$ cat src/rtl/wtc_pkg.sv
package wtc_pkg;

  typedef enum logic {
    ST_IDLE,
    ST_FETCH
  } ctlState_t;

  typedef struct packed {
    logic bufLoad;
    logic bufClear;
    logic wordWrite;
    logic lineFill;
    logic rdFromMem;
    logic drainSel;
  } strobe_t;

endpackage

$ cat src/rtl/wtcDatapath.sv
module wtcDatapath
  import wtc_pkg::*;
#(
  parameter int ADDR_W = 32,
  parameter int DATA_W = 32,
  parameter int IDX_W  = 4,
  parameter int OFF_W  = 2
) (
  input  logic                       clk,
  input  logic                       rstN,
  input  strobe_t                    strb,
  input  logic [ADDR_W-1:0]          cpuAddr,
  input  logic [DATA_W-1:0]          cpuWdata,
  input  logic [DATA_W*(2**OFF_W)-1:0] memRline,
  output logic                       hit,
  output logic                       bufValid,
  output logic [DATA_W-1:0]          cpuRdata,
  output logic [ADDR_W-1:0]          memAddr,
  output logic [DATA_W-1:0]          memWdata
);
  localparam int LINES  = 2 ** IDX_W;
  localparam int WORDS  = 2 ** OFF_W;
  localparam int LINE_W = DATA_W * WORDS;
  localparam int TAG_W  = ADDR_W - IDX_W - OFF_W;

  logic [TAG_W-1:0] reqTag;
  logic [IDX_W-1:0] reqIdx;
  logic [OFF_W-1:0] reqOff;

  assign reqTag = cpuAddr[ADDR_W-1 -: TAG_W];
  assign reqIdx = cpuAddr[OFF_W +: IDX_W];
  assign reqOff = cpuAddr[OFF_W-1:0];

  logic [LINES-1:0]             validAll;
  logic [LINES-1:0][TAG_W-1:0]  tagAll;
  logic [LINES-1:0][LINE_W-1:0] dataAll;

  // One storage slice per line: valid bit, tag and line data.
  for (genvar l = 0; l < LINES; l++) begin : gLine
    logic             validQ;
    logic [TAG_W-1:0] tagQ;
    logic [LINE_W-1:0] lineQ;
    logic             sel;

    assign sel = (reqIdx == IDX_W'(l));

    always_ff @(posedge clk or negedge rstN) begin
      if (!rstN) validQ <= 1'b0;
      else if (strb.lineFill && sel) validQ <= 1'b1;
    end

    always_ff @(posedge clk) begin
      if (strb.lineFill && sel) begin
        tagQ  <= reqTag;
        lineQ <= memRline;
      end else if (strb.wordWrite && sel) begin
        lineQ[reqOff*DATA_W +: DATA_W] <= cpuWdata;
      end
    end

    assign validAll[l] = validQ;
    assign tagAll[l]   = tagQ;
    assign dataAll[l]  = lineQ;
  end

  assign hit = validAll[reqIdx] && (tagAll[reqIdx] == reqTag);

  logic [LINE_W-1:0] curLine;
  logic [DATA_W-1:0] cacheWord;
  logic [DATA_W-1:0] fillWord;

  assign curLine   = dataAll[reqIdx];
  assign cacheWord = curLine[reqOff*DATA_W +: DATA_W];
  assign fillWord  = memRline[reqOff*DATA_W +: DATA_W];
  assign cpuRdata  = strb.rdFromMem ? fillWord : cacheWord;

  // Single-entry posted write buffer.
  logic [ADDR_W-1:0] bufAddr;
  logic [DATA_W-1:0] bufData;

  always_ff @(posedge clk or negedge rstN) begin
    if (!rstN) bufValid <= 1'b0;
    else if (strb.bufLoad) bufValid <= 1'b1;
    else if (strb.bufClear) bufValid <= 1'b0;
  end

  always_ff @(posedge clk) begin
    if (strb.bufLoad) begin
      bufAddr <= cpuAddr;
      bufData <= cpuWdata;
    end
  end

  assign memAddr  = strb.drainSel ? bufAddr : {reqTag, reqIdx, {OFF_W{1'b0}}};
  assign memWdata = bufData;

endmodule

$ cat src/rtl/wtcControl.sv
module wtcControl
  import wtc_pkg::*;
(
  input  logic    clk,
  input  logic    rstN,
  input  logic    cpuReq,
  input  logic    cpuWe,
  input  logic    hit,
  input  logic    bufValid,
  input  logic    memAck,
  output strobe_t strb,
  output logic    cpuReady,
  output logic    cpuBusy,
  output logic    memReq,
  output logic    memWe
);
  ctlState_t state, nextState;

  always_ff @(posedge clk or negedge rstN) begin
    if (!rstN) state <= ST_IDLE;
    else state <= nextState;
  end

  always_comb begin
    strb          = '0;
    cpuReady      = 1'b0;
    nextState     = state;
    // Draining the buffer always owns the memory port first.
    memReq        = bufValid;
    memWe         = bufValid;
    strb.drainSel = bufValid;
    strb.bufClear = bufValid && memAck;
    unique case (state)
      ST_IDLE: begin
        if (cpuReq) begin
          if (cpuWe) begin
            if (!bufValid) begin
              cpuReady       = 1'b1;
              strb.bufLoad   = 1'b1;
              strb.wordWrite = hit;
            end
          end else if (hit) begin
            cpuReady = 1'b1;
          end else if (!bufValid) begin
            nextState = ST_FETCH;
          end
        end
      end
      ST_FETCH: begin
        memReq = 1'b1;
        if (memAck) begin
          strb.lineFill  = 1'b1;
          strb.rdFromMem = 1'b1;
          cpuReady       = 1'b1;
          nextState      = ST_IDLE;
        end
      end
      default: nextState = ST_IDLE;
    endcase
    cpuBusy = cpuReq && !cpuReady;
  end

endmodule

$ cat src/rtl/wtcCacheCtrl.sv
module wtcCacheCtrl
  import wtc_pkg::*;
#(
  parameter int ADDR_W = 32,
  parameter int DATA_W = 32,
  parameter int IDX_W  = 4,
  parameter int OFF_W  = 2
) (
  input  logic                         clk,
  input  logic                         rstN,
  input  logic                         cpuReq,
  input  logic                         cpuWe,
  input  logic [ADDR_W-1:0]            cpuAddr,
  input  logic [DATA_W-1:0]            cpuWdata,
  output logic [DATA_W-1:0]            cpuRdata,
  output logic                         cpuReady,
  output logic                         cpuBusy,
  output logic                         memReq,
  output logic                         memWe,
  output logic [ADDR_W-1:0]            memAddr,
  output logic [DATA_W-1:0]            memWdata,
  input  logic [DATA_W*(2**OFF_W)-1:0] memRline,
  input  logic                         memAck
);
  strobe_t strb;
  logic    hit;
  logic    bufValid;

  wtcControl uCtl (
    .clk     (clk),
    .rstN    (rstN),
    .cpuReq  (cpuReq),
    .cpuWe   (cpuWe),
    .hit     (hit),
    .bufValid(bufValid),
    .memAck  (memAck),
    .strb    (strb),
    .cpuReady(cpuReady),
    .cpuBusy (cpuBusy),
    .memReq  (memReq),
    .memWe   (memWe)
  );

  wtcDatapath #(
    .ADDR_W(ADDR_W),
    .DATA_W(DATA_W),
    .IDX_W (IDX_W),
    .OFF_W (OFF_W)
  ) uDp (
    .clk     (clk),
    .rstN    (rstN),
    .strb    (strb),
    .cpuAddr (cpuAddr),
    .cpuWdata(cpuWdata),
    .memRline(memRline),
    .hit     (hit),
    .bufValid(bufValid),
    .cpuRdata(cpuRdata),
    .memAddr (memAddr),
    .memWdata(memWdata)
  );

endmodule

$ cat config.mk
export PLATFORM = sky130hd
export DESIGN_NAME = wtcCacheCtrl
export DESIGN_NICKNAME = d
export VERILOG_FILES = /design/src/rtl/wtc_pkg.sv /design/src/rtl/wtcDatapath.sv /design/src/rtl/wtcControl.sv /design/src/rtl/wtcCacheCtrl.sv
export SDC_FILE = /design/constraint.sdc
export NUM_CORES = 2
export LEC_CHECK = 0
export ABC_AREA = 1
export BUFFER_PORTS_ARGS = -buffer_cell sky130_fd_sc_hd__buf_4
export CAP_MARGIN = 10
export CELL_PAD_IN_SITES_DETAIL_PLACEMENT = 0
export CELL_PAD_IN_SITES_GLOBAL_PLACEMENT = 1
export CORE_UTILIZATION = 46
export CTS_CLUSTER_DIAMETER = 80
export DETAILED_ROUTE_END_ITERATION = 6
export PLACE_DENSITY_LB_ADDON = 0.1
export SLEW_MARGIN = 20
export SYNTH_ARGS = -nofsm -noshare
export SYNTH_HDL_FRONTEND = slang
export SYNTH_SLANG_ARGS = --single-unit
$ cat constraint.sdc
create_clock -name clk -period 12.7 [get_ports clk]
set_input_delay 3.81 -clock clk [delete_from_list [all_inputs] [get_ports clk]]
set_output_delay 3.81 -clock clk [all_outputs]
set_load 0.1 [all_outputs]
# [Word level (Yosys, flattened, before mapping)]
# Index checks and enable logic that the tools add are counted.
[totals] reg_bits=2546 out_inout_bits=100
[classes] add_sub_neg=1 order_cmp=1 n_eq_ne=16 n_shift=4 n_mux=79 n_bitwise=1 n_reduce_logical=54
[op_table] op="128-bit 2-to-1 mux" n=33
[op_table] op="128-bit bitwise mux" n=16
[op_table] op="128-bit binary-select mux with 4-bit select" n=1
[op_table] op="128-bit by 8-bit variable part select with 32-bit output" n=2
[op_table] op="32-bit by 34-bit variable shift with 128-bit output (first input constant)" n=1
[op_table] op="32-bit by 34-bit variable part select with 128-bit output" n=1
[op_table] op="26-bit binary-select mux with 4-bit select" n=1
[op_table] op="32-bit 2-to-1 mux" n=2
[op_table] op="1-bit logical AND" n=35
[op_table] op="7-bit negator with 34-bit output" n=1
[op_table] op="2-bit nonzero test" n=17
[op_table] op="4-bit == test (second input constant)" n=8
[op_table] op="26-bit == test" n=1
[op_table] op="26-bit 2-to-1 mux" n=1
[op_table] op="1-bit 2-to-1 mux" n=20
[op_table] op="4-bit by 3-bit == test with 1-bit output (second input constant)" n=4
[op_table] op="4-bit by 2-bit == test with 1-bit output (second input constant)" n=2
[op_table] op="4-bit by 5-bit less-than comparator with 1-bit output (second input constant)" n=1
[op_table] op="1-bit binary-select mux with 4-bit select" n=1
[op_table] op="4-bit by 1-bit == test with 1-bit output (second input constant)" n=1
[op_table] op="4-bit logical NOT" n=1
[op_table] op="2-bit 2-to-1 mux" n=2
[op_table] op="1-bit one-hot mux with 2 select lines" n=2
[op_table] op="1-bit logical NOT" n=1
[op_table] op="1-bit inverter" n=1

# [Longest topological paths before layout]
[logic_depth] depth_word=11 ltp_mapped=22 depth_no_buf=19

# [By module]
# A second synthesis with hierarchy kept.
[hier_totals] cells_unflattened=12114 hier_area_um2=120205.3
[modules_own_cells] mod="wtcDatapath" instances=1 cells_each=12087 area_per_inst_um2=120055.1
[modules_own_cells] mod="wtcControl" instances=1 cells_each=27 area_per_inst_um2=150.1

# [Least setup slack after synthesis]
# No wires, ideal clock.
[synth_path] kind="input to output" startpoint="input port cpuAddr[2]" endpoint="output port cpuBusy" arrival_time_ps=7166 required_time_ps=8890 path_slack_ps=1724 stages=19 path_buffers=2 cell_sequence="buf_6 nor2_4 clkbuf_1 nand2_1 nand3_1 nand2_1 nand2_1 nor2_1 nand2_1 nand2_1 nand2_1 nor2_1 nand2_1 nor2_1 nand2_1 nand2_1 nand2_1 nand2_1 nor2_1"
[synth_between] elab_chain_len=10
[synth_rtl] element="start, declared" line="wtcCacheCtrl.sv:13" rtl="input logic [ADDR_W-1:0] cpuAddr,"
[synth_rtl] element="26-bit binary-select mux with 4-bit select" line="wtcDatapath.sv:66" rtl="assign hit = validAll[reqIdx] && (tagAll[reqIdx] == reqTag);"
[synth_rtl] element="26-bit 2-to-1 mux (not written as such)" line="wtcDatapath.sv:66"
[synth_rtl] element="26-bit == test" line="wtcDatapath.sv:66"
[synth_rtl] element="1-bit logical AND (*)" line="wtcDatapath.sv:66"
[synth_rtl] element="1-bit 2-to-1 mux (*)" line="wtcControl.sv:42" rtl="end else if (hit) begin"
[synth_rtl] element="1-bit 2-to-1 mux (*)" line="wtcControl.sv:36" rtl="if (cpuWe) begin"
[synth_rtl] element="1-bit 2-to-1 mux (*)" line="wtcControl.sv:35" rtl="if (cpuReq) begin"
[synth_rtl] element="1-bit one-hot mux with 2 select lines (*)" line="wtcControl.sv:33" rtl="unique case (state)"
[synth_rtl] element="via cpuReady" line="wtcCacheCtrl.sv:16" rtl="output logic cpuReady,"
[synth_rtl] element="1-bit logical NOT (*)" line="wtcControl.sv:60" rtl="cpuBusy = cpuReq && !cpuReady;"
[synth_rtl] element="1-bit logical AND (*)" line="wtcControl.sv:60"
[synth_rtl] element="end, declared" line="wtcCacheCtrl.sv:17" rtl="output logic cpuBusy,"
# Mark *: on every way through the listed nets, which the timed path passes. The rest lies on a longest branch. The select of a mux whose other input is x is not followed.

# [Final worst setup path]
[layout_path] startpoint="input port cpuAddr[2]" endpoint="output port cpuRdata[20]"
[layout_between] elab_chain_len=4
[layout_rtl] element="128-bit binary-select mux with 4-bit select" line="wtcDatapath.sv:72" rtl="assign curLine = dataAll[reqIdx];"
[layout_rtl] element="128-bit 2-to-1 mux (not written as such)" line="wtcDatapath.sv:72"
[layout_rtl] element="128-bit by 8-bit variable part select with 32-bit output" line="wtcDatapath.sv:73" rtl="assign cacheWord = curLine[reqOff*DATA_W +: DATA_W];"
[layout_rtl] element="32-bit 2-to-1 mux" line="wtcDatapath.sv:75" rtl="assign cpuRdata = strb.rdFromMem ? fillWord : cacheWord;"
[layout_rtl] element="end, declared" line="wtcCacheCtrl.sv:15" rtl="output logic [DATA_W-1:0] cpuRdata,"
# No other way between the ends. The select of a mux whose other input is x is not followed.

==> results.tsv <==
metric	value	unit
outcome	complete, but fails checks	
violations	DRC	
cts_buffers	298	
maxSlewHeadroom	15.1	%
path_class	in2out	
leakage	43.3	nW
via_count	96364	
antenna_found_initial	34	
peakVddDrop	0.167	mV
cts_hold_buffers	0	
path_clk_slew	60	ps
fill_cells	22744	
fp-row-count	186	
portBuffers	296	
track_usage	37.4	%
setup_viol	0	
cts_resized	0	
clockRootBuffer	clkbuf_16	
layout_common_cells	nand2_1, edfxtp_1, o21ai_0, a22oi_1, buf_4	
initial_core_util	46.3	%
cts_tree	built	
synth-seq-cells	2546	
grt_pass1_wl	686000	um
synthFlopType	edfxtp_1	
layout-drive-gt1-share	10.7	%
clk_path_buf_depth	4	
cts_setup_buffers	0	
powerDensity	144	mW/mm2
finalCritPeriodShare	93.2	%
netlist_instances	11691	
pin_count	297	
synth_warnings	0	
netlist_area	0.119	mm2
die_w	510	um
die_height	510	um
htreeDepth	5	
max_stage_delay	680	ps
grt_pass1_vias	88268	
p_comb_share	10.2	%
startpoint_type	primary input	
crit_path_end_kind	output port	
cp_max_fo	38	
synth-edff-count	2528	
netSwitchingPower	5.00	mW
rsz0062_at_grt	no	
path_cells	buf_4 > inv_4 > nor2_4 > buf_12 > buf_12 > a22oi_1 > a21oi_1 > nor4_1 > nor2_1 > o21ai_0 > o21ai_0 > nand2_1 > nand2_1 > buf_4	
fin_tns_setup	0	ps
drv_slew	0	
core_area	0.257	mm2
firstDrtPassIters	7	
dp_cells	14578	
grt_overflow_total	0	
grt_start_max_net_pins	183	
cp_data_required_time	8890	ps
finalHoldViolations	0	
drt_first_iter_violations	15492	
cp_top_family	compound AO/OA/AOI/OAI gates	
ys_async_sr_fraction	0.707	%
via_per_inst	6.38	
yosysSeqAreaShare	64.2	%
critPathBufInv	5	
insertion_delay	980	ps
drv_cap	0	
max_freq	0.0845	GHz
synthesis.nets	11892	
tightest_slew	1260	ps
finalClockSkew	64.3	ps
internal_power	14.3	mW
wl_per_cell	32.8	um
routed_wl	496000	um
p_sw_share	25.9	%
final_cells	15113	
clock_sinks	2546	
drc	1	
yosysUniqueCellTypes	31	
seqPwrFrac	47.9	%
gp_congestion	0.923	
mostFrequentLayoutCell	nand2_1	
cp_slowest_cell	o21ai_0	
drt.antenna.violating_nets	0	
place_hpwl	282000	um
post-route-min-period	11840	ps
syn_avg_cell_area	10.2	um2
hp-class	reg2reg	
die-area	0.260	mm2
crit_arrival	8030	ps
nets	11698	
power_frac_clock	41.8	%
syn_to_final_growth	12.9	%
==> worst reg2reg max path, delay by kind of cell (launching register included) <==
family                 cells  cell delay [ps]
AO/OA/AOI/OAI              1              290
AND/OR/NAND/NOR            2             1380
flip-flops                 1              420
buffers and inverters      4             2790
==> cell families after synthesis <==
| group | share of synthesized area, % |
|---|---|
| AND/OR/NAND/NOR | 13.1 |
| AO/OA/AOI/OAI | 18.2 |
| flip-flops | 64.2 |
| buffers and inverters | 4.43 |
| adder cells (fa/ha/maj) | 0.0421 |
==> synth_stat cells (71+ instances only) <==
| master | instances | share of area (%) |
|---|---|---|
| a21oi_1 | 441 | 1.9 |
| a22oi_1 | 1024 | 6.5 |
| buf_1 | 71 | 0.22 |
| buf_2 | 78 | 0.33 |
| clkbuf_1 | 991 | 3.1 |
| edfxtp_1 | 2528 | 64 |
| inv_1 | 219 | 0.69 |
| nand2_1 | 3396 | 11 |
| nand3_1 | 95 | 0.40 |
| nor2_1 | 301 | 0.95 |
| nor4_1 | 96 | 0.51 |
| o21ai_0 | 2161 | 9.1 |
| o21ai_1 | 80 | 0.34 |
==> state kept, by name (all words and copies together) (netlist names) <==
name / flops
uDp.gLine.tagQ: 416
uCtl.state: 1
uDp.memWdata: 32
uDp.bufAddr: 32
uDp.gLine.validQ: 16
uDp.bufValid: 1
uDp.gLine.lineQ: 2048
==> metrics by stage <==
| stage | setup WS [ps] | hold WS (ps) | power (mW) | utilization (%) | cell area [um2] |
|---|---|---|---|---|---|
| floorplan | 1720 | 440 | 10.5 | - | 119000 |
| global placement | 746 | 452 | 11.3 | 48.6 | 125000 |
| detailed placement | 1050 | 455 | 11.3 | 48.7 | 125000 |
| CTS | 1030 | 470 | 19.3 | 52.1 | 134000 |
| global route | 919 | 481 | 19.7 | 52.2 | 134000 |
| finish | 862 | 470 | 19.3 | 52.2 | 134000 |
==> worst paths after layout <==
check                                      from                       to  slack (ps)  depth (start not counted)
max in group asynchronous                  rstN      uDp.gLine[7].validQ        9690                          1
setup reg to reg                     uCtl.state  uDp.gLine[11].lineQ[29]        7520                          7
min in group asynchronous                  rstN             uDp.bufValid        2730                          1
hold / removal             uDp.gLine[10].validQ     uDp.gLine[10].validQ         470                          1
hold reg to reg            uDp.gLine[10].validQ     uDp.gLine[10].validQ         470                          1
setup / recovery                     cpuAddr[2]             cpuRdata[20]         860                         14
==> power by group through the flow <==
stage | combinational, mW | clock, mW | sequential, mW
floorplan | 1.03 | 0 | 9.46
global placement | 1.91 | 0 | 9.43
detailed placement | 1.92 | 0 | 9.43
CTS | 1.92 | 8.09 | 9.25
global route | 2.05 | 8.39 | 9.25
finish | 1.98 | 8.07 | 9.25
==> per-layer routing <==
layer	wire length (um)	GRT usage [%]	vias up
li1	-	-	41537
met1	189000	50.5	47248
met2	219000	56.6	6479
met3	56400	7.14	1098
met4	32100	21.6	2
met5	14	0	-
==> layout make-up <==
class,count,area [um2],area share (%)
Multi-Input combinational cell,7778,38300,28.6
Inverter,222,877,0.654
Timing Repair Buffer,651,5530,4.12
Sequential cell,2546,76400,56.9
Tap cell,3384,4230,3.16
Clock inverter,114,811,0.604
Antenna cell,34,85.1,0.0634
Clock buffer,384,7960,5.93
No activity file was read; power rests on OpenSTA's default activity.
